### config.mk
export PLATFORM = sky130hd
export DESIGN_NAME = scanline_irq_counter
export DESIGN_NICKNAME = d
export VERILOG_FILES = /design/src/rtl/scan_irq_pkg.sv /design/src/rtl/scan_irq_decode.sv /design/src/rtl/scan_irq_count.sv /design/src/rtl/scan_irq_gate.sv /design/src/rtl/scanline_irq_counter.sv
export SDC_FILE = /design/constraint.sdc
export NUM_CORES = 1
export LEC_CHECK = 0
export ABC_CLOCK_PERIOD_IN_PS = 4000
export BUFFER_PORTS_ARGS = -buffer_cell sky130_fd_sc_hd__buf_2
export CAP_MARGIN = 20
export CORE_MARGIN = 5
export CORE_UTILIZATION = 50
export CTS_BUF_LIST = sky130_fd_sc_hd__clkbuf_2
export CTS_CLUSTER_DIAMETER = 100
export DETAILED_ROUTE_END_ITERATION = 10
export PLACE_DENSITY_LB_ADDON = 0.08
export SLEW_MARGIN = 20
export SYNTH_ARGS = -nofsm -noshare
export SYNTH_HDL_FRONTEND = slang
export SYNTH_SLANG_ARGS = --single-unit
### constraint.sdc
create_clock -name clk_i -period 4 [get_ports clk_i]
set_clock_uncertainty 0.15 [all_clocks]
set_input_delay 0.8 -clock clk_i [delete_from_list [all_inputs] [get_ports clk_i]]
set_output_delay 0.8 -clock clk_i [all_outputs]
set_load 0.02 [all_outputs]
### src/rtl/scan_irq_pkg.sv
package scan_irq_pkg;
  localparam int unsigned CMD_N      = 4;
  localparam int unsigned CMD_LATCH  = 0;
  localparam int unsigned CMD_RELOAD = 1;
  localparam int unsigned CMD_DIS    = 2;
  localparam int unsigned CMD_EN     = 3;
  typedef logic [CMD_N-1:0] cmd_t;
endpackage

### src/rtl/scan_irq_decode.sv
module scan_irq_decode
  import scan_irq_pkg::*;
#(
  parameter int unsigned       ADDR_W    = 16,
  parameter logic [ADDR_W-1:0] IO_BASE   = 16'h4100,
  parameter logic [ADDR_W-1:0] CART_MASK = 16'hE001,
  parameter logic [ADDR_W-1:0] CART_BASE = 16'hC000
) (
  input  logic              clk_i,
  input  logic              rst_ni,
  input  logic              wr_en_i,
  input  logic [ADDR_W-1:0] addr_i,
  output cmd_t              cmd_o
);
  // cartridge codes: bit 13 picks latch/reload vs dis/en pair, bit 0 the member
  localparam logic [ADDR_W-1:0] CART_HI = 16'h2000;

  cmd_t hit_io, hit_cart;

  for (genvar i = 0; i < CMD_N; i++) begin : g_cmd
    localparam logic [ADDR_W-1:0] IO_A   = IO_BASE + ADDR_W'(i + 1);
    localparam logic [ADDR_W-1:0] CART_A = CART_BASE
                                         | ((i >= 2) ? CART_HI : '0)
                                         | ADDR_W'(i % 2);
    assign hit_io[i]   = (addr_i == IO_A);
    assign hit_cart[i] = ((addr_i & CART_MASK) == CART_A);
  end

  assign cmd_o = wr_en_i ? (hit_io | hit_cart) : '0;


  cmd_onehot_chk: assert property (@(posedge clk_i) disable iff (!rst_ni)
    $onehot0(cmd_o));

  no_cmd_idle_chk: assert property (@(posedge clk_i) disable iff (!rst_ni)
    !wr_en_i |-> (cmd_o == '0));
endmodule

### src/rtl/scan_irq_count.sv
module scan_irq_count #(
  parameter int unsigned CNT_W = 8
) (
  input  logic             clk_i,
  input  logic             rst_ni,
  input  logic             tick_i,
  input  logic             latch_wr_i,
  input  logic             reload_wr_i,
  input  logic [CNT_W-1:0] data_i,
  output logic             hit_o
);
  logic [CNT_W-1:0] cnt_q, cnt_d, latch_q;
  logic             reload_q, reload_d;

  always_comb begin
    cnt_d    = cnt_q;
    reload_d = reload_q;
    if (tick_i) begin
      if (cnt_q == '0 || reload_q) begin
        cnt_d    = latch_q;
        reload_d = 1'b0;
      end else begin
        cnt_d = cnt_q - 1'b1;
      end
    end
    if (reload_wr_i) reload_d = 1'b1;  // write outranks consumption
  end

  assign hit_o = tick_i && (cnt_q != '0) && (cnt_d == '0);

  always_ff @(posedge clk_i or negedge rst_ni) begin
    if (!rst_ni) begin
      cnt_q    <= '0;
      reload_q <= 1'b0;
      latch_q  <= '0;
    end else begin
      cnt_q    <= cnt_d;
      reload_q <= reload_d;
      if (latch_wr_i) latch_q <= {data_i[CNT_W-1:1], 1'b0};
    end
  end


  load_chk: assert property (@(posedge clk_i) disable iff (!rst_ni)
    tick_i && (cnt_q == '0 || reload_q) |=> cnt_q == $past(latch_q));

  dec_chk: assert property (@(posedge clk_i) disable iff (!rst_ni)
    tick_i && cnt_q != '0 && !reload_q |=> cnt_q == $past(cnt_q) - 1'b1);

  idle_hold_chk: assert property (@(posedge clk_i) disable iff (!rst_ni)
    !tick_i |=> $stable(cnt_q));

  reload_set_chk: assert property (@(posedge clk_i) disable iff (!rst_ni)
    reload_wr_i |=> reload_q);

  latch_even_chk: assert property (@(posedge clk_i) disable iff (!rst_ni)
    latch_wr_i |=> !latch_q[0]);
endmodule

### src/rtl/scan_irq_gate.sv
module scan_irq_gate (
  input  logic clk_i,
  input  logic rst_ni,
  input  logic en_wr_i,
  input  logic dis_wr_i,
  input  logic hit_i,
  output logic irq_o
);
  logic en_q;

  always_ff @(posedge clk_i or negedge rst_ni) begin
    if (!rst_ni) begin
      en_q  <= 1'b0;
      irq_o <= 1'b0;
    end else begin
      if (dis_wr_i)     en_q <= 1'b0;
      else if (en_wr_i) en_q <= 1'b1;
      if (dis_wr_i)            irq_o <= 1'b0;
      else if (hit_i && en_q)  irq_o <= 1'b1;
    end
  end


  irq_cause_chk: assert property (@(posedge clk_i) disable iff (!rst_ni)
    $rose(irq_o) |-> $past(en_q) && $past(hit_i));

  dis_clear_chk: assert property (@(posedge clk_i) disable iff (!rst_ni)
    dis_wr_i |=> !irq_o && !en_q);

  irq_hold_chk: assert property (@(posedge clk_i) disable iff (!rst_ni)
    irq_o && !dis_wr_i |=> irq_o);

  arm_chk: assert property (@(posedge clk_i) disable iff (!rst_ni)
    en_wr_i |=> en_q);
endmodule

### src/rtl/scanline_irq_counter.sv
module scanline_irq_counter
  import scan_irq_pkg::*;
#(
  parameter int unsigned ADDR_W    = 16,
  parameter int unsigned DATA_W    = 8,
  parameter int unsigned LINE_W    = 9,
  parameter int unsigned LAST_LINE = 239
) (
  input  logic              clk_i,
  input  logic              rst_ni,
  input  logic              wr_en_i,
  input  logic [ADDR_W-1:0] wr_addr_i,
  input  logic [DATA_W-1:0] wr_data_i,
  input  logic              line_pulse_i,
  input  logic [LINE_W-1:0] line_num_i,
  input  logic              render_en_i,
  output logic              irq_o
);
  localparam logic [LINE_W-1:0] LAST_L = LINE_W'(LAST_LINE);

  cmd_t cmd;
  logic tick, hit;

  assign tick = line_pulse_i && render_en_i && (line_num_i <= LAST_L);

  scan_irq_decode #(.ADDR_W(ADDR_W)) u_dec (
    .clk_i  (clk_i),
    .rst_ni (rst_ni),
    .wr_en_i(wr_en_i),
    .addr_i (wr_addr_i),
    .cmd_o  (cmd)
  );

  scan_irq_count #(.CNT_W(DATA_W)) u_cnt (
    .clk_i      (clk_i),
    .rst_ni     (rst_ni),
    .tick_i     (tick),
    .latch_wr_i (cmd[CMD_LATCH]),
    .reload_wr_i(cmd[CMD_RELOAD]),
    .data_i     (wr_data_i),
    .hit_o      (hit)
  );

  scan_irq_gate u_gate (
    .clk_i   (clk_i),
    .rst_ni  (rst_ni),
    .en_wr_i (cmd[CMD_EN]),
    .dis_wr_i(cmd[CMD_DIS]),
    .hit_i   (hit),
    .irq_o   (irq_o)
  );


  off_line_no_hit_chk: assert property (@(posedge clk_i) disable iff (!rst_ni)
    (!line_pulse_i || !render_en_i || line_num_i > LAST_L) |-> !hit);
endmodule

== Word-level counts from Yosys, hierarchy flattened ==
Cells that the tools add are included.

* Add/subtract/negate cells: 1
* Order comparisons: 1
* Equal/unequal tests: 8
* Multiplexer cells: 10
* Bitwise logic cells: 1
* Reduce and logical (&&, ||, !) cells: 14

{| class="wikitable"
|+ Operators by type and width
! cell !! count
|-
| $eq 16x15->1 const B || 4
|-
| $eq 4x4->1 const B || 4
|-
| $logic_not 8->1 || 2
|-
| $mux 8 || 2
|-
| $le 9x8->1 const B || 1
|-
| $reduce_bool 2->1 || 4
|-
| $reduce_bool 8->1 || 1
|-
| $sub 8x1->8 const B || 1
|-
| $mux 1 || 7
|-
| $logic_and 1x1->1 || 5
|-
| $mux 4 || 1
|-
| $or 4x4->4 || 1
|-
| $reduce_and 2->1 || 1
|-
| $logic_or 1x1->1 || 1
|}

* Flip-flop bits (word level): 18
* Bits of input ports: 38
* Output and inout port bits: 1

== Longest topological paths before layout ==
* Depth after elaboration: 9
* Mapped depth: 9

== Modules after synthesis ==
Synthesis repeated with hierarchy kept, for this count alone.

* Cells, all modules: 121
* Area total of the unflattened synthesis: 1179.9 um2

{| class="wikitable"
|+ Modules (own cells, without submodules)
! module !! times used !! cells each !! area each (um2) !! seq. area each (um2)
|-
| scan_irq_count || 1 || 94 || 944.7 || 400.4
|-
| scan_irq_decode || 1 || 19 || 152.6 || 0.0
|-
| scan_irq_gate || 1 || 6 || 66.3 || 50.0
|-
| scanline_irq_counter || 1 || 2 || 16.3 || 0.0
|}

== Worst setup path before layout ==
Ideal clock, no wire load.

* Kind: input to register
* Start: input wr_addr_i[9]
* End: register u_cnt.latch_q[2]
* Arrival time: 2185 ps
* Data required time: 3723 ps
* Setup slack: 1537 ps
* Cell stages on the path: 6
* Buffers on the path: 0
* Path through: nor4b_1 -> nand4_1 -> or2_1 -> nor3b_1 -> o21ai_1 -> mux2_1

* Cells in the longest elaborated chain, start to end: 3

{| class="wikitable"
|+ RTL lines
! what !! line !! source
|-
| from (decl) || scanline_irq_counter.sv:12 || <nowiki>input logic [ADDR_W-1:0] wr_addr_i,</nowiki>
|-
| $eq 16x15->1 || scan_irq_decode.sv:25 || <nowiki>assign hit_io[i] = (addr_i == IO_A);</nowiki>
|-
| $or 4x4->4 || scan_irq_decode.sv:29 || <nowiki>assign cmd_o = wr_en_i ? (hit_io | hit_cart) : '0;</nowiki>
|-
| $mux 4 || scan_irq_decode.sv:29 ||
|-
| to (signal assigned) || scan_irq_count.sv:39 || <nowiki>if (latch_wr_i) latch_q <= {data_i[CNT_W-1:1], 1'b0};</nowiki>
|-
| to (decl) || scan_irq_count.sv:12 || <nowiki>logic [CNT_W-1:0] cnt_q, cnt_d, latch_q;</nowiki>
|}

No other way between the ends.
A chain may end at the register's enable or synchronous reset.

== Final worst setup path ==
* Start: register u_cnt.cnt_q[0]
* End: register u_gate.irq_o

* Cells in the longest elaborated chain, start to end: 8
* Elaborated cells on any way between the ends: 11
* Classes of those cells: add/sub (1); mux (2); reduce/logical (8)

{| class="wikitable"
|+ RTL lines
! what !! line !! source
|-
| from (decl) || scan_irq_count.sv:12 ||
|-
| from (signal assigned) || scan_irq_count.sv:37 || <nowiki>cnt_q <= cnt_d;</nowiki>
|-
| branches (longest 5 deep; another with $sub 8x1->8) || - ||
|-
| $logic_and 1x1->1 * || scan_irq_count.sv:29 || <nowiki>assign hit_o = tick_i && (cnt_q != '0) && (cnt_d == '0);</nowiki>
|-
| $logic_and 1x1->1 * || scan_irq_gate.sv:19 || <nowiki>else if (hit_i && en_q) irq_o <= 1'b1;</nowiki>
|-
| $reduce_bool 2->1 (no source line) * || - ||
|-
| to (signal assigned) || scan_irq_gate.sv:14 || <nowiki>irq_o <= 1'b0;</nowiki>
|-
| to (signal assigned) || scan_irq_gate.sv:18 || <nowiki>if (dis_wr_i) irq_o <= 1'b0;</nowiki>
|-
| to (signal assigned) || scan_irq_gate.sv:19 ||
|-
| to (decl) || scan_irq_gate.sv:7 || <nowiki>output logic irq_o</nowiki>
|}

Mark *: on every way between the ends.

==> impl_results.md <==
- Antenna fix cells: 0
- Final setup fails: 0
- Final hold violations: 0
- DIE AREA: about 0.0033 mm2
- Critical Path RT: 4.09 ns
- Pleak: 0.599 nW
- Top cells by area, synth: dfrtp_1, mux2_1, o21ai_1
- Clock Path Buffers: 2
- EDFF count, synth: 0
- Count leader, synth: dfrtp_1
- Cell Pwr Density: between 400 and 500 mW/mm2
- Post-synthesis sequential area ratio: 40.0%
- CTS sink count: 18
- Initial antenna violation count: 0
- Syn nets: 161
- Critical path depth: 8
- Synth Area in Adders: under 10%
- Global placement routability congestion: 0.916
- Finished layout cell area: roughly 0.0013 mm2
- Yosys reg bits: 18
- RSZ-0062 raised after global routing: false
- Hold Path Class: in -> async
- Rel. slew slack: 59.3%
- Fillers: 210
- Syn Std Cell Area: 0.00113 mm2
- Clock tree root buffer cell: clkbuf_2
- Number of I/O port buffers: 33
- # IOs: 39
- Routed wire length per instance: around 14 um
- Clock slew at reported path FFs: 0.17 ns
- Layout cells sized above 1: 25.8%
- Die Wd: 57.5 um
- WP data arrival: 2.81 ns
- Synth top area share: 40.0%
- CTS tree: built
- Total number of vias: 1033
- Gr ovfl total: 0
- Largest stage delay, worst path: 0.45 ns
- Top cells by instance count after synthesis: dfrtp_1, o21ai_1, a21oi_1
- H-tree depth: 1
- Remaining DRCs: 0
- Multiplexer share of the synthesized area: 9.22%
- TritonRoute pass-1 iters: 4
- Total power: 643 uW
- Slowest CP cell: dfrtp_1
- First-pass GRT wire length: 4320 um
- Area Growth Syn to Fin: 18.4%
- Post-CTS resize count: 0
- 1st-iter DRT viols: 28
- Post-route ant nets: 0
- CTS Hold Bufs: 0
- DRT Wirelength: 2610 um
- Peak VDD IR: 0.392 mV
- XOR/XNOR Fraction of Synth Area: less than 1%
- Kind of critical path: reg -> reg
- GRT Util Overall: 16.2%
- Dpl hpwl: 2080 um
- Vias in the first global route: around 1000
- Setup bufs post-CTS: 0
- R2R cell count: 8
- Syn avg cell area: 9.31 um2
- Site Rows: 17
- Worst-skew pair later-pin latency: 0.30 ns
- Period minus WS final: 2.72 ns
- Synth Flop Type: dfrtp_1
- Startpoint Class: flop
- Post-synth top area cell: dfrtp_1
- WP buf/inv: 1
- Synth warn: 0
- Complex-gate fraction of the synthesized area: approximately a fifth
- Inserted Clock Buffers: 3
- Core box area: 0.00219 mm2
- TNS Setup: 0 ns
- Worst-path cell chain: inv_1, ha_1, nor3b_1, a21oi_2, mux2_4, a2111oi_1, nand3b_1, o31ai_2
- Simple-Gate Fraction of Synth Area: 25.4%
- Worst setup EP type: flop
- Max_cap viols: 0
- Layout net count: 196
- Post-synth ARST share: 100%
- Largest delay contributor family on the critical path: compound AO/OA/AOI/OAI gates
- Largest net degree at the start of global routing: 19
- Largest family of logic cells by synthesized area: simple AND/OR/NAND/NOR gates
- Post-Syn Instances: 121
- Placed insts: 179
- Worst-Margin Slew: 0.606 ns
- Worst-path maximum fanout: 12
- Crit share post-route: 68.1%
- Max-slew violations: 0
- Outcome: finished clean
- Vias per inst: 5.64
- Synth cell types: 39
- Fin cells: around 180
- Fmax: 0.367 GHz
- Starting density of the core: 51.4%
- DP Area: between 0.001 and 0.0015 mm2
- Die Y: 57.5 um
## final cells by class
type / instances / area (um2) / area share, %
multi-input cells: 93 / 638 / 47.8
flip-flops and latches: 18 / 450 / 33.8
repair buffers: 33 / 165 / 12.4
well taps: 28 / 35.0 / 2.63
inverters: 7 / 26.3 / 1.97
clock buffers: 3 / 15.0 / 1.13
clock inverters: 1 / 3.75 / 0.281
## placed cells by master, fill, tap and decap left out, types with 2 or more instances in the layout
cell / netlist / layout
nor3_1: 3 / 3
nor3b_1: 3 / 3
inv_1: 7 / 7
ha_1: 2 / 2
or3_1: 2 / 2
a21o_1: 2 / 2
dfrtp_1: 18 / 18
nor2_1: 7 / 7
nand4_1: 8 / 8
nand2b_1: 2 / 2
nand3_1: 3 / 3
buf_2: 0 / 33
nand2_1: 7 / 7
o21ai_0: 3 / 3
o21ai_1: 11 / 11
a21oi_1: 9 / 9
nor4b_1: 2 / 2
clkbuf_2: 0 / 3
o211ai_1: 2 / 2
nand3b_1: 2 / 2
mux2_1: 7 / 7
## worst register-to-register path, delay by kind of cell (launching register included)
kind	cells	cell delay, ns
buf+inv	1	0.13
mux	1	0.35
compound gates	3	0.78
simple gates	2	0.59
fa+ha+maj	1	0.21
flops	1	0.45
## stage by stage
step	setup WS (ns)	hold WS, ns	util, %
3_5_place_dp	1.24	0.335	60.0
6_report	1.28	0.238	60.9
3_3_place_gp	1.29	0.328	60.0
2_1_floorplan	1.54	0.307	-
5_1_grt	1.03	0.223	60.9
4_1_cts	1.31	0.235	60.9
## power by group
group	switching, mW	total (mW)	internal, mW
clock network	0.0577	0.0794	0.0217
logic	0.131	0.250	0.119
registers	0.0735	0.314	0.240
total	0.262	0.643	0.381
## flip-flops by register name, indices dropped and copies added (netlist names)
name            cells
u_gate.en_q         1
u_cnt.cnt_q         8
u_gate.irq_o        1
u_cnt.latch_q       7
u_cnt.reload_q      1
## final timing paths
check / from / endpoint / slack (ns)
max: u_cnt.cnt_q[0]$_DFF_PN0_ / u_gate.irq_o$_DFFE_PN0P_ / 1.28
min: rst_ni / u_cnt.latch_q[3]$_DFFE_PN0P_ / 0.24
max reg2reg: u_cnt.cnt_q[0]$_DFF_PN0_ / u_gate.irq_o$_DFFE_PN0P_ / 1.28
min reg2reg: u_cnt.latch_q[5]$_DFFE_PN0P_ / u_cnt.latch_q[5]$_DFFE_PN0P_ / 0.36
max in group asynchronous: rst_ni / u_cnt.cnt_q[6]$_DFF_PN0_ / 3.18
min in group clk_i: u_cnt.latch_q[5]$_DFFE_PN0P_ / u_cnt.latch_q[5]$_DFFE_PN0P_ / 0.36
## metal layers
metal	vias to the layer above	GRT usage, %	share of wire [%]
li1	522	-	-
met1	482	21.5	48
met3	2	3.62	4.9
met5	-	0	0
met4	0	3.97	0.42
met2	27	26.8	46
## kinds of logic after synthesis
logic type | Yosys count
DFF | 18
AOI/OAI and AO/OA | 34
adders and majority gates | 2
and+or+nand+nor | 47
muxes | 9
xor gates and xnor gates | 1
buffers and inverters | 10
Power figures use the tool's default switching activity.
